`src/rtl/enum_pkg.sv`:
```
package enum_pkg;

  typedef enum logic [3:0] {
    F_NONE, F_OP, F_NAME, F_NLEN, F_ID, F_BASE, F_SIZE, F_IRQ, F_IRQN
  } fld_e;

  localparam logic [31:0] OP_MORE  = 32'h0000_0008;
  localparam logic [31:0] OP_DONE  = 32'h0000_0000;
  localparam logic [31:0] CMD_INIT = 32'h0000_0000;

  function automatic fld_e decode_off(input logic [31:0] off);
    case (off)
      32'h00:  return F_OP;
      32'h04:  return F_NAME;
      32'h08:  return F_NLEN;
      32'h0C:  return F_ID;
      32'h10:  return F_BASE;
      32'h14:  return F_SIZE;
      32'h18:  return F_IRQ;
      32'h1C:  return F_IRQN;
      default: return F_NONE;
    endcase
  endfunction

  function automatic logic is_field(input fld_e f);
    return (f == F_NLEN) || (f == F_ID) || (f == F_BASE) ||
           (f == F_SIZE) || (f == F_IRQ) || (f == F_IRQN);
  endfunction

endpackage

```
`src/rtl/enum_cursor.sv`:
```
module enum_cursor #(
  parameter int N     = 4,
  parameter int CNT_W = 3,
  parameter int IDX_W = 2
) (
  input  logic             clk,
  input  logic             rst_n,
  input  logic             step,
  input  logic             init,
  input  logic [CNT_W-1:0] num,
  output logic             cur_valid,
  output logic [IDX_W-1:0] cur_idx,
  output logic             step_hit,
  output logic             irq
);

  logic [N-1:0]   rep;
  logic [N-1:0]   rep_m;
  logic [IDX_W:0] sk;
  int             start;

  // lowest unreported populated entry at or after start; MSB = found
  function automatic logic [IDX_W:0] seek(input logic [N-1:0] r,
                                          input int st, input int n);
    logic [IDX_W:0] res;
    res = '0;
    for (int j = N - 1; j >= 0; j--) begin
      if (j >= st && j < n && !r[j]) res = {1'b1, IDX_W'(j)};
    end
    return res;
  endfunction

  always_comb begin
    rep_m = rep;
    if (cur_valid) rep_m[cur_idx] = 1'b1;
    start    = cur_valid ? int'(cur_idx) + 1 : 0;
    sk       = seek(rep_m, start, int'(num));
    step_hit = sk[IDX_W];
  end

  always_ff @(posedge clk) begin
    if (!rst_n) begin
      rep       <= '0;
      cur_valid <= 1'b0;
      cur_idx   <= '0;
      irq       <= 1'b0;
    end else if (init) begin
      rep       <= '0;
      cur_valid <= 1'b0;
      irq       <= (num != '0);
    end else if (step) begin
      rep       <= rep_m;
      cur_valid <= sk[IDX_W];
      if (sk[IDX_W]) cur_idx <= sk[IDX_W-1:0];
      else           irq     <= 1'b0;
    end
  end

endmodule

```
`src/rtl/enum_namexfer.sv`:
```
module enum_namexfer #(
  parameter int N        = 4,
  parameter int NAME_MAX = 4,
  parameter int ADDR_W   = 32,
  parameter int IDX_W    = 2,
  parameter int NLEN_W   = 3
) (
  input  logic                    clk,
  input  logic                    rst_n,
  input  logic                    start,
  input  logic [IDX_W-1:0]        start_idx,
  input  logic [ADDR_W-1:0]       start_addr,
  input  logic [N*NLEN_W-1:0]     tbl_name_len,
  input  logic [N*NAME_MAX*8-1:0] tbl_name,
  output logic                    busy,
  output logic                    nm_valid,
  input  logic                    nm_ready,
  output logic [ADDR_W-1:0]       nm_addr,
  output logic [7:0]              nm_data
);

  logic [IDX_W-1:0]  idx;
  logic [ADDR_W-1:0] base;
  logic [NLEN_W-1:0] pos;
  logic [NLEN_W-1:0] len;
  logic [NLEN_W-1:0] start_len;

  function automatic logic [NLEN_W-1:0] len_of(input logic [N*NLEN_W-1:0] t,
                                               input int e);
    logic [NLEN_W-1:0] l;
    l = t[e*NLEN_W +: NLEN_W];
    if (int'(l) > NAME_MAX) l = NLEN_W'(NAME_MAX);
    return l;
  endfunction

  function automatic int byte_pos(input int e, input int k);
    return (e * NAME_MAX + k) * 8;
  endfunction

  assign start_len = len_of(tbl_name_len, int'(start_idx));
  assign nm_valid  = busy;
  assign nm_addr   = base + ADDR_W'(pos);

  always_comb begin
    nm_data = 8'h00;
    if (busy && int'(pos) < NAME_MAX)
      nm_data = tbl_name[byte_pos(int'(idx), int'(pos)) +: 8];
  end

  always_ff @(posedge clk) begin
    if (!rst_n) begin
      busy <= 1'b0;
      idx  <= '0;
      base <= '0;
      pos  <= '0;
      len  <= '0;
    end else if (!busy) begin
      if (start && start_len != '0) begin
        busy <= 1'b1;
        idx  <= start_idx;
        base <= start_addr;
        pos  <= '0;
        len  <= start_len;
      end
    end else if (nm_ready) begin
      pos <= pos + 1'b1;
      if (pos + 1'b1 == len) busy <= 1'b0;
    end
  end

endmodule

```
`src/rtl/dev_enum_ctrl.sv`:
```
module dev_enum_ctrl
  import enum_pkg::*;
#(
  parameter int                N_ENTRIES = 4,
  parameter int                NAME_MAX  = 4,
  parameter int                ADDR_W    = 32,
  parameter int                IRQ_W     = 8,
  parameter logic [ADDR_W-1:0] WIN_BASE  = 32'h1000_1000,
  parameter int                WIN_SIZE  = 32'h1000,
  localparam int               CNT_W     = $clog2(N_ENTRIES + 1),
  localparam int               NLEN_W    = $clog2(NAME_MAX + 1)
) (
  input  logic                            clk,
  input  logic                            rst_n,
  input  logic [ADDR_W-1:0]               bus_addr,
  input  logic                            bus_rd,
  input  logic                            bus_wr,
  input  logic [31:0]                     bus_wdata,
  output logic [31:0]                     bus_rdata,
  input  logic [CNT_W-1:0]                num_entries,
  input  logic [N_ENTRIES*32-1:0]         tbl_id,
  input  logic [N_ENTRIES*ADDR_W-1:0]     tbl_base,
  input  logic [N_ENTRIES*32-1:0]         tbl_size,
  input  logic [N_ENTRIES*IRQ_W-1:0]      tbl_irq,
  input  logic [N_ENTRIES*IRQ_W-1:0]      tbl_irq_cnt,
  input  logic [N_ENTRIES*NLEN_W-1:0]     tbl_name_len,
  input  logic [N_ENTRIES*NAME_MAX*8-1:0] tbl_name,
  output logic                            irq,
  output logic                            err_flag,
  output logic                            nm_valid,
  input  logic                            nm_ready,
  output logic [ADDR_W-1:0]               nm_addr,
  output logic [7:0]                      nm_data
);

  localparam int IDX_W  = (N_ENTRIES > 1) ? $clog2(N_ENTRIES) : 1;
  localparam int WIN_AW = $clog2(WIN_SIZE);

  logic              win_hit;
  logic [WIN_AW-1:0] off;
  fld_e              fld;
  logic              rd_act, wr_act;
  logic              ev_op_rd, ev_field_rd, ev_bad_rd;
  logic              ev_init, ev_name_wr, ev_bad_wr;
  logic              cur_valid, step_hit, xfer_busy, num_nonzero;
  logic [IDX_W-1:0]  cur_idx;
  logic [31:0]       fval;

  assign win_hit = (bus_addr[ADDR_W-1:WIN_AW] == WIN_BASE[ADDR_W-1:WIN_AW]);
  assign off     = bus_addr[WIN_AW-1:0];
  assign fld     = decode_off(32'(off));
  assign rd_act  = bus_rd && win_hit;
  assign wr_act  = bus_wr && !bus_rd && win_hit;

  assign ev_op_rd    = rd_act && (fld == F_OP);
  assign ev_field_rd = rd_act && is_field(fld);
  assign ev_bad_rd   = rd_act && !ev_op_rd && !ev_field_rd;
  assign ev_init     = wr_act && (fld == F_OP) && (bus_wdata == CMD_INIT);
  assign ev_name_wr  = wr_act && (fld == F_NAME);
  assign ev_bad_wr   = wr_act && !ev_init && !ev_name_wr;
  assign num_nonzero = (num_entries != '0);

  enum_cursor #(.N(N_ENTRIES), .CNT_W(CNT_W), .IDX_W(IDX_W)) u_cursor (
    .clk       (clk),
    .rst_n     (rst_n),
    .step      (ev_op_rd),
    .init      (ev_init),
    .num       (num_entries),
    .cur_valid (cur_valid),
    .cur_idx   (cur_idx),
    .step_hit  (step_hit),
    .irq       (irq)
  );

  enum_namexfer #(
    .N(N_ENTRIES), .NAME_MAX(NAME_MAX), .ADDR_W(ADDR_W),
    .IDX_W(IDX_W), .NLEN_W(NLEN_W)
  ) u_xfer (
    .clk          (clk),
    .rst_n        (rst_n),
    .start        (ev_name_wr && cur_valid),
    .start_idx    (cur_idx),
    .start_addr   (ADDR_W'(bus_wdata)),
    .tbl_name_len (tbl_name_len),
    .tbl_name     (tbl_name),
    .busy         (xfer_busy),
    .nm_valid     (nm_valid),
    .nm_ready     (nm_ready),
    .nm_addr      (nm_addr),
    .nm_data      (nm_data)
  );

  always_comb begin
    int e;
    e = int'(cur_idx);
    case (fld)
      F_NLEN:  fval = 32'(tbl_name_len[e*NLEN_W +: NLEN_W]);
      F_ID:    fval = tbl_id[e*32 +: 32];
      F_BASE:  fval = 32'(tbl_base[e*ADDR_W +: ADDR_W]);
      F_SIZE:  fval = tbl_size[e*32 +: 32];
      F_IRQ:   fval = 32'(tbl_irq[e*IRQ_W +: IRQ_W]);
      F_IRQN:  fval = 32'(tbl_irq_cnt[e*IRQ_W +: IRQ_W]);
      default: fval = 32'h0;
    endcase
  end

  always_ff @(posedge clk) begin
    if (!rst_n) begin
      bus_rdata <= 32'h0;
      err_flag  <= 1'b0;
    end else begin
      if (ev_op_rd)         bus_rdata <= step_hit ? OP_MORE : OP_DONE;
      else if (ev_field_rd) bus_rdata <= cur_valid ? fval : 32'h0;
      else                  bus_rdata <= 32'h0;
      if (ev_bad_rd || ev_bad_wr) err_flag <= 1'b1;
    end
  end

endmodule

```
`config.mk`:
```
export PLATFORM = sky130hd
export DESIGN_NAME = dev_enum_ctrl
export DESIGN_NICKNAME = d
export VERILOG_FILES = /design/src/rtl/enum_pkg.sv /design/src/rtl/enum_cursor.sv /design/src/rtl/enum_namexfer.sv /design/src/rtl/dev_enum_ctrl.sv
export SDC_FILE = /design/constraint.sdc
export NUM_CORES = 1
export LEC_CHECK = 0
export ABC_AREA = 1
export BUFFER_PORTS_ARGS = -buffer_cell sky130_fd_sc_hd__buf_2
export CORE_AREA = 10 10 280 282
export CTS_CLUSTER_DIAMETER = 80
export CTS_CLUSTER_SIZE = 10
export DETAILED_ROUTE_END_ITERATION = 8
export DIE_AREA = 0 0 290 292
export PLACE_DENSITY = 0.38
export SKIP_CTS_REPAIR_TIMING = 1
export SLEW_MARGIN = 20
export SYNTH_ARGS = -nofsm -noshare
export SYNTH_HDL_FRONTEND = slang
export SYNTH_SLANG_ARGS = --single-unit
```
`constraint.sdc`:
```
create_clock -name clk -period 4.2 [get_ports clk]
set_input_delay 0.21 -clock clk [delete_from_list [all_inputs] [get_ports clk]]
set_output_delay 0.21 -clock clk [all_outputs]
set_load 0.05 [all_outputs]
```
# Yosys cells after proc, flatten, opt, wreduce, memory -nomap -nowiden
# Memories as Yosys holds them, arrays and structs flattened.
# Cells that the tools add are included.
classes:
  add_sub_neg: 4
  mul: 1
  magnitude_cmp: 12
  eq_ne: 12
  n_shift: 7
  n_mux: 26
  n_bitwise: 4
  n_reduce_logical: 50
ops:
  columns: ["cell", "n"]
  rows:
  - ["$shiftx A128 B8 Y32", 3]
  - ["$pmux W32 S6", 1]
  - ["$mux W32", 4]
  - ["$shiftx A128 B32 Y8", 1]
  - ["$ge A3 B32 Y1 const A", 2]
  - ["$shiftx A32 B6 Y8", 2]
  - ["$add A32 B3 Y32", 1]
  - ["$ge A1 B32 Y1 const A", 1]
  - ["$ge A2 B32 Y1 const A", 1]
  - ["$logic_not A32 Y1", 1]
  - ["$logic_and A1 B1 Y1", 24]
  - ["$mux W3", 8]
  - ["$eq A20 B17 Y1 const B", 1]
  - ["$eq A4 B3 Y1 const B", 4]
  - ["$mux W4", 3]
  - ["$shiftx A12 B5 Y3", 1]
  - ["$logic_not A1 Y1", 9]
  - ["$eq A4 B2 Y1 const B", 2]
  - ["$mux W1", 8]
  - ["$mux W8", 1]
  - ["$logic_not A7 Y1", 1]
  - ["$logic_or A1 B1 Y1", 6]
  - ["$lt A1 B3 Y1 const A", 2]
  - ["$lt A2 B3 Y1 const A", 2]
  - ["other kinds (20)", 27]
totals:
  register_bits: 82
  romBits: 128
  output_inout_bits: 75
  elab_cells: 128
  n_memories: 1
memory_table:
  columns: ["memory", "depth", "width", "read_ports", "rd_clocked_by_memory_dff", "write_ports", "line", "source"]
  rows:
  - ["(name not given)", 32, 4, 1, 0, 0, "enum_pkg.sv:12", "case (off)"]

# Logic depth before layout (Yosys ltp)
# Gate-level depths: netlist of the first run.
logic_depth:
  ltp_word: 15
  depth_mapped: 17
  mapped_depth_nobuf: 15

# Modules after synthesis
# From an unflattened synthesis of the first run, not the netlist that was laid out.
unflattened:
  cells_unflattened: 1908
  area_unflattened_um2: 10226.1
modules_own_cells:
  columns: ["mod", "instances", "cells_each", "area_per_inst_um2", "seq_area_each_um2"]
  rows:
  - ["dev_enum_ctrl", 1, 1131, 5798.1, 660.6]
  - ["enum_namexfer", 1, 700, 3900.0, 820.8]
  - ["enum_cursor", 1, 77, 528.0, 160.2]

# Worst setup path before layout of the first run
# No wires, ideal clock.
synth_path:
  path_kind: "flip-flop to output port"
  from: "register u_xfer.pos[1]"
  to: "output port nm_addr[30]"
  arrival_ps: 3149
  t_required_ps: 3990
  slack_ps: 841
  stages_incl_launch_ff: 14
  path_cell_list: "dfxtp_1 > inv_1 > clkbuf_1 > fa_1 > inv_1 > nand2_1 > nand2_1 > nand4_1 > or2_2 > nor2_2 > nand2_1 > nor2_1 > nand4_1 > xnor2_1"
synth_between:
  elab_chain_cells: 1
synth_rtl:
  columns: ["item", "line", "source"]
  rows:
  - ["start, declared", "enum_namexfer.sv:24", "logic [NLEN_W-1:0] pos;"]
  - ["start signal, assigned", "enum_namexfer.sv:66", "pos <= pos + 1'b1;"]
  - ["$add A32 B3 Y32", "enum_namexfer.sv:42", "assign nm_addr = base + ADDR_W'(pos);"]
  - ["end, declared", "dev_enum_ctrl.sv:32", "output logic [ADDR_W-1:0] nm_addr,"]
# No other way between the ends.

# Worst setup path after layout of the first run
layout_path:
  from: "register u_xfer.pos[0]"
  to: "output port nm_addr[30]"
# Same word-level chain as after synthesis.

==> results of run 1 <==
-- metrics by stage --
stage / setup slack [ps] / instance area, sq um / utilization / std cells / hold slack (ps)
finish: 627 / 14900 / 0.205 / 3537 / 70.6
global route: 345 / 14800 / 0.204 / 3524 / 61.2
CTS: 561 / 14800 / 0.204 / 3514 / 27.5
detailed placement: 1010 / 14500 / 0.200 / 3498 / 463
global placement: 1050 / 14500 / 0.200 / 3498 / 456
floorplan: 841 / 9950 / - / 1898 / 345
-- state kept, by name, summed over array words and instances (netlist names) --
register	flops
bus_rdata	32
err_flag	1
u_cursor.cur_idx	2
u_cursor.cur_valid	1
u_cursor.irq	1
u_cursor.rep	4
u_xfer.base	32
u_xfer.busy	1
u_xfer.idx	2
u_xfer.len	3
u_xfer.pos	3
-- cells in the mapped netlist (2+ instances only) --
library cell,number,area share
clkinv_1,5,0.0019
buf_4,12,0.0091
nor2_2,4,0.0025
buf_1,10,0.0038
mux2i_1,4,0.0040
nor2_4,4,0.0045
o21ai_1,7,0.0035
xnor2_1,13,0.011
a31oi_1,2,0.0013
o21ai_0,145,0.073
nor4_1,12,0.0075
ha_1,10,0.013
inv_2,15,0.0057
o22ai_1,12,0.0075
o211ai_1,12,0.0091
nand4_1,20,0.013
nand2_4,4,0.0045
dfxtp_1,82,0.16
a211oi_1,10,0.0075
clkbuf_1,61,0.023
nor3_1,21,0.011
xor2_1,19,0.017
nand2_1,680,0.26
nor2_1,253,0.095
inv_1,130,0.049
nand3_1,205,0.10
or2_2,2,0.0013
buf_2,30,0.015
nand2_2,5,0.0031
o221ai_1,21,0.018
nand3b_1,6,0.0045
a21oi_1,61,0.031
buf_6,9,0.010
-- layer usage --
metal  track usage  part of all wire  vias up
met4        0.0334             0.019       48
li1              -                 -     7452
met2         0.350              0.52      616
met1         0.194              0.38     6826
met5             0            0.0035        -
met3        0.0646             0.078      135
-- logic make-up after synthesis --
logic type / share of synthesized area
XOR/XNOR: 0.0282
adder cells (fa/ha/maj): 0.0146
AND/OR/NAND/NOR: 0.514
AO/OA/AOI/OAI: 0.156
flip-flops: 0.165
buffers and inverters: 0.119
multiplexers: 0.00402
-- area by class of cell --
class | instances | share of cell area
Antenna cell | 23 | 0.00388
Multi-Input combinational cell | 1543 | 0.481
Tap cell | 959 | 0.0808
Timing Repair Buffer | 764 | 0.265
Sequential cell | 82 | 0.111
Inverter | 150 | 0.0384
Clock inverter | 7 | 0.00463
Clock buffer | 9 | 0.0152
-- how the worst min path moves through the flow --
stage	cells after the start	to	slack, ps
6_report	3	u_xfer.base[20]	70
2_1_floorplan	2	u_xfer.base[21]	340
4_1_cts	3	u_xfer.base[21]	30
3_3_place_gp	3	u_xfer.base[18]	460
3_5_place_dp	3	u_xfer.base[13]	460
5_1_grt	3	u_xfer.base[17]	60
-- critical path: cells and delay by family, from the launching register on --
kind / cells / cell delay, ps
buf+inv: 3 / 430
flops: 1 / 330
xor+xnor: 1 / 200
simple gates: 8 / 1460
fa+ha+maj: 2 / 560
-- power breakdown --
part           leakage [nW]  total [W]     switching [W]  internal (W)
Clock                 0.146   0.000867          0.000448      0.000420
Combinational          6.82   0.000482          0.000218      0.000265
Sequential            0.662   0.000775  0.00000000000704      0.000775
==> qor.csv, run 1 <==
stage,metric,value,unit
sta,hold_viol,0,
min_path,hp-start,bus_wdata[20],
critical_path,end_kind,primary output,
floorplanning,io_pins,735,
sta,setup_tns,0,ps
power_and_ir_drop,power.density,143,nW/um^2
drt,drc,0,
synth,ys.warnings.count,0,
drt,via_per_inst,4.26,
cts,cts_tree,yes,
critical_path,startpoint,u_xfer.pos[0],
drt,dr.pass1.iters,5,
placement,detailed_place_hpwl,70200,microns
cells_and_area,final_cell_mix,"buf_2 (732), nand2_1 (679), nor2_1 (252)",
drt,routedWlPerCell,23.3,microns
power_and_ir_drop,power,0.00213,W
synth,ys_ff_latch,82,
drt,routed_wl,82600,microns
synth,synth_cell_type_count,45,
global_route,grt_pass1_vias,15800,
cells_and_area,multi_input_area,7140,sq um
floorplanning,initial_core_util,0.137,
synth,syn_nets,2569,
cells_and_area,final_layout_size_suffix_gt1_frac,0.324,
synth,synth_area_per_cell,5.24,sq um
critical_path,max_stage_delay,400,ps
critical_path,cpMostUsedCell,nand2_1,
drt,drtAntennaViolNets,0,
cts,cts.sinks,82,
power_and_ir_drop,peakVddDrop,0.000181,V
cts,cts_max_level,3,
drt,vias,15100,
cts,cts_buffers,9,
sta,period_share,0.851,
global_route,grtUsageTotal,0.184,
critical_path,cp_cell_sequence,"ha_1, inv_1, fa_1, inv_1, nand2_1, nand2_1, nand4_1, or2_2, nor2_2, nand2_1, nor2_1, nand4_1, xnor2_1, buf_2",
sta,relSlewSlack,0.331,
critical_path,cp_max_fo,5,
floorplanning,die_h,292,microns
cells_and_area,fillers,8762,
sta,max_freq,280,MHz
critical_path,crit_path_start_kind,register,
status,outcome,completed,
sta,maxSlewViolCount,0,
floorplanning,num_rows,99,
power_and_ir_drop,p_leak,7.63,nW
cts,clock_latency,390,ps
synth,postSynthCellCount,1898,
synth,async_flop_share,0,
critical_path,crit_end,nm_addr[30],
synth,seq_area_frac_synth,0.165,
critical_path,r2r-start,u_cursor.cur_idx[0],
sta,rsz0062_at_grt,no,
cells_and_area,syn_to_final_growth,49.2,%
placement,numPortBuffers,734,
critical_path,slowest_stage,fa_1,
min_path,hold_path.class,primary input to register,
cells_and_area,num-nets-final,3221,
sta,finalSetupViolCount,0,
global_route,overflow,0,
critical_path,r2r_setup_slack,1630,ps
global_route,grt_max_degree,81,
synth,synth_edf_count,0,
global_route,grt_first_pass_wirelength,116000,microns
floorplanning,chipWidth,290,microns
cts,clkSlewWorstSetupHoldPaths,80,ps
critical_path,required,3990,ps
cells_and_area,seq_area,1650,sq um
sta,fin_crit,3570,ps
placement,place.gp.congestion,0.887,
critical_path,r2r_cells,9,
cts,clockRootBuffer,clkbuf_16,
sta,worstMarginPinSlew,1000,ps
flow_run,max_cap_violations,0,
critical_path,arrival,3360,ps
floorplanning,coreArea,72600,sq um
global_route,antenna_found_initial,72,
floorplanning,die-area,84700,sq um
drt,drt_iter0_markers,760,
sta,skew,15.2,ps
cells_and_area,layout_commonest_cell,buf_2,
synth,ys.flop_type,dfxtp_1,
critical_path,worstSetupPathType,register to primary output,
cts,clk_path_buf_depth,2,
synth,syn-cell-area,9950,sq um
critical_path,r2r_end,u_xfer.base[0],
Note: power is estimated with default switching activity, not from simulation.
==> run 2, diff against run 1 <==
--- a/config.mk
+++ b/config.mk
@@ -12,6 +12,7 @@
 export CTS_CLUSTER_SIZE = 10
 export DETAILED_ROUTE_END_ITERATION = 8
 export DIE_AREA = 0 0 290 292
+export MAX_ROUTING_LAYER = met4
 export PLACE_DENSITY = 0.38
 export SKIP_CTS_REPAIR_TIMING = 1
 export SLEW_MARGIN = 20
==> run 2 against run 1 <==
Against the previous run:
- via count barely moved
- setup slack better by 9.6 ps
- design area rose by 0.22%
- clock skew shrank 1.9 ps
- critical endpoint unchanged
- power is essentially flat
- global-route usage is 0.53 points higher
- hold slack lost 2.1 ps
- utilization about the same
==> qor.csv, run 2 (synthesis gave the netlist of run 1 again) <==
stage,metric,value,unit
cts,clock_latency,390,ps
cells_and_area,num-nets-final,3221,
cells_and_area,syn_to_final_growth,49.5,%
placement,place.gp.congestion,0.902,
power_and_ir_drop,p_leak,7.63,nW
cells_and_area,largestRegisters,"bus_rdata: 32 flops, u_xfer.base: 32 flops, u_cursor.rep: 4 flops",
sta,maxSlewViolCount,0,
placement,numPortBuffers,734,
sta,rsz0062_at_grt,no,
critical_path,worstSetupPathType,register to primary output,
critical_path,startpoint,u_xfer.pos[0],
drt,routed_wl,82500,microns
sta,fin_ws,636,ps
drt,drt_iter0_markers,758,
min_path,hold_path.class,primary input to register,
sta,finalSetupViolCount,0,
global_route,grt_max_degree,81,
floorplanning,coreArea,72600,sq um
critical_path,cp_max_fo,5,
cts,clk_path_buf_depth,2,
global_route,grt_pass1_vias,15800,
cts,cts_tree,yes,
drt,drc,0,
critical_path,r2r_end,u_xfer.base[0],
critical_path,arrival,3350,ps
critical_path,r2r_setup_slack,1630,ps
sta,setup_tns,0,ps
floorplanning,num_rows,99,
sta,period_share,0.849,
critical_path,end_kind,primary output,
floorplanning,die-area,84700,sq um
sta,hold_viol,0,
placement,placed_area,14500,sq um
global_route,grt_first_pass_wirelength,115000,microns
status,outcome,completed,
power_and_ir_drop,power,0.00212,W
placement,detailed_place_hpwl,70200,microns
drt,vias,15100,
cells_and_area,final_layout_size_suffix_gt1_frac,0.324,
drt,via_per_inst,4.25,
floorplanning,die_h,292,microns
drt,dr.pass1.iters,5,
sta,fin_crit,3560,ps
critical_path,crit_path_start_kind,register,
floorplanning,chipWidth,290,microns
cts,cts.sinks,82,
sta,relSlewSlack,0.332,
cts,clockRootBuffer,clkbuf_16,
sta,max_freq,281,MHz
floorplanning,initial_core_util,0.137,
cells_and_area,final_area,14900,sq um
cts,cts_buffers,9,
cells_and_area,layout_commonest_cell,buf_2,
floorplanning,io_pins,735,
sta,skew,13.3,ps
global_route,overflow,0,
cts,clkSlewWorstSetupHoldPaths,80,ps
power_and_ir_drop,peakVddDrop,0.000183,V
cells_and_area,final_cell_mix,"buf_2 (732), nand2_1 (679), nor2_1 (252)",
drt,routedWlPerCell,23.2,microns
drt,drtAntennaViolNets,0,
global_route,antenna_found_initial,64,
cts,cts_max_level,3,
critical_path,required,3990,ps
power_and_ir_drop,power.density,143,nW/um^2
sta,worstMarginPinSlew,1000,ps
placement,pre_cts_slack,1010,ps
critical_path,crit_end,nm_addr[30],
critical_path,r2r-start,u_cursor.cur_idx[0],
flow_run,max_cap_violations,0,
global_route,grtUsageTotal,0.190,
critical_path,r2r_cells,9,
-- run 2: changes by cell type in the layout (fill, tap and decap cells not counted) --
cell and delta:
diode_2 +13
-- run 2: through the flow --
step,util,cells,hold WS [ps]
after global routing,0.205,3546,59.4
after detailed placement,0.200,3498,463
after floorplan,-,1898,345
after global placement,0.200,3498,456
after CTS,0.204,3514,27.5
final,0.205,3550,68.4
-- run 2: where the power goes --
part / internal (W) / total, W / switching, W
Combinational: 0.000265 / 0.000483 / 0.000218
Clock: 0.000419 / 0.000866 / 0.000447
Sequential: 0.000775 / 0.000775 / 0.00000000000704
-- run 2: critical path, stage by stage, from the launching register on --
cell and delay (ps):
dfxtp_2 330, ha_1 160, inv_1 50, fa_1 400, inv_1 70, nand2_1 40, nand2_1 80, nand4_1 140
or2_2 340, nor2_2 160, nand2_1 200, nor2_1 290, nand4_1 200, xnor2_1 190, buf_2 310
-- run 2: how the worst min path moves through the flow --
stage,from,to,cells after the start
3_5_place_dp,bus_wdata[13],u_xfer.base[13],3
5_1_grt,bus_wdata[17],u_xfer.base[17],3
6_report,bus_wdata[20],u_xfer.base[20],3
4_1_cts,bus_wdata[21],u_xfer.base[21],3
2_1_floorplan,bus_wdata[21],u_xfer.base[21],2
3_3_place_gp,bus_wdata[18],u_xfer.base[18],3
-- run 2: per-layer routing --
metal	track usage	wire length [microns]	part of all wire
met1	0.198	31800	0.38
met5	-	0	0
met4	0.0336	1840	0.022
met3	0.0581	6080	0.074
met2	0.350	42800	0.52
-- run 2: area by class of cell --
| class | instances | area, sq um |
|---|---|---|
| inverter | 150 | 571 |
| timing repair buffer | 764 | 3940 |
| multi-input combinational | 1543 | 7140 |
| clock buffer | 9 | 225 |
| fill | 8759 | 57700 |
| antenna | 36 | 90.1 |
| clock inverter | 7 | 68.8 |
| tap | 959 | 1200 |
| sequential | 82 | 1650 |
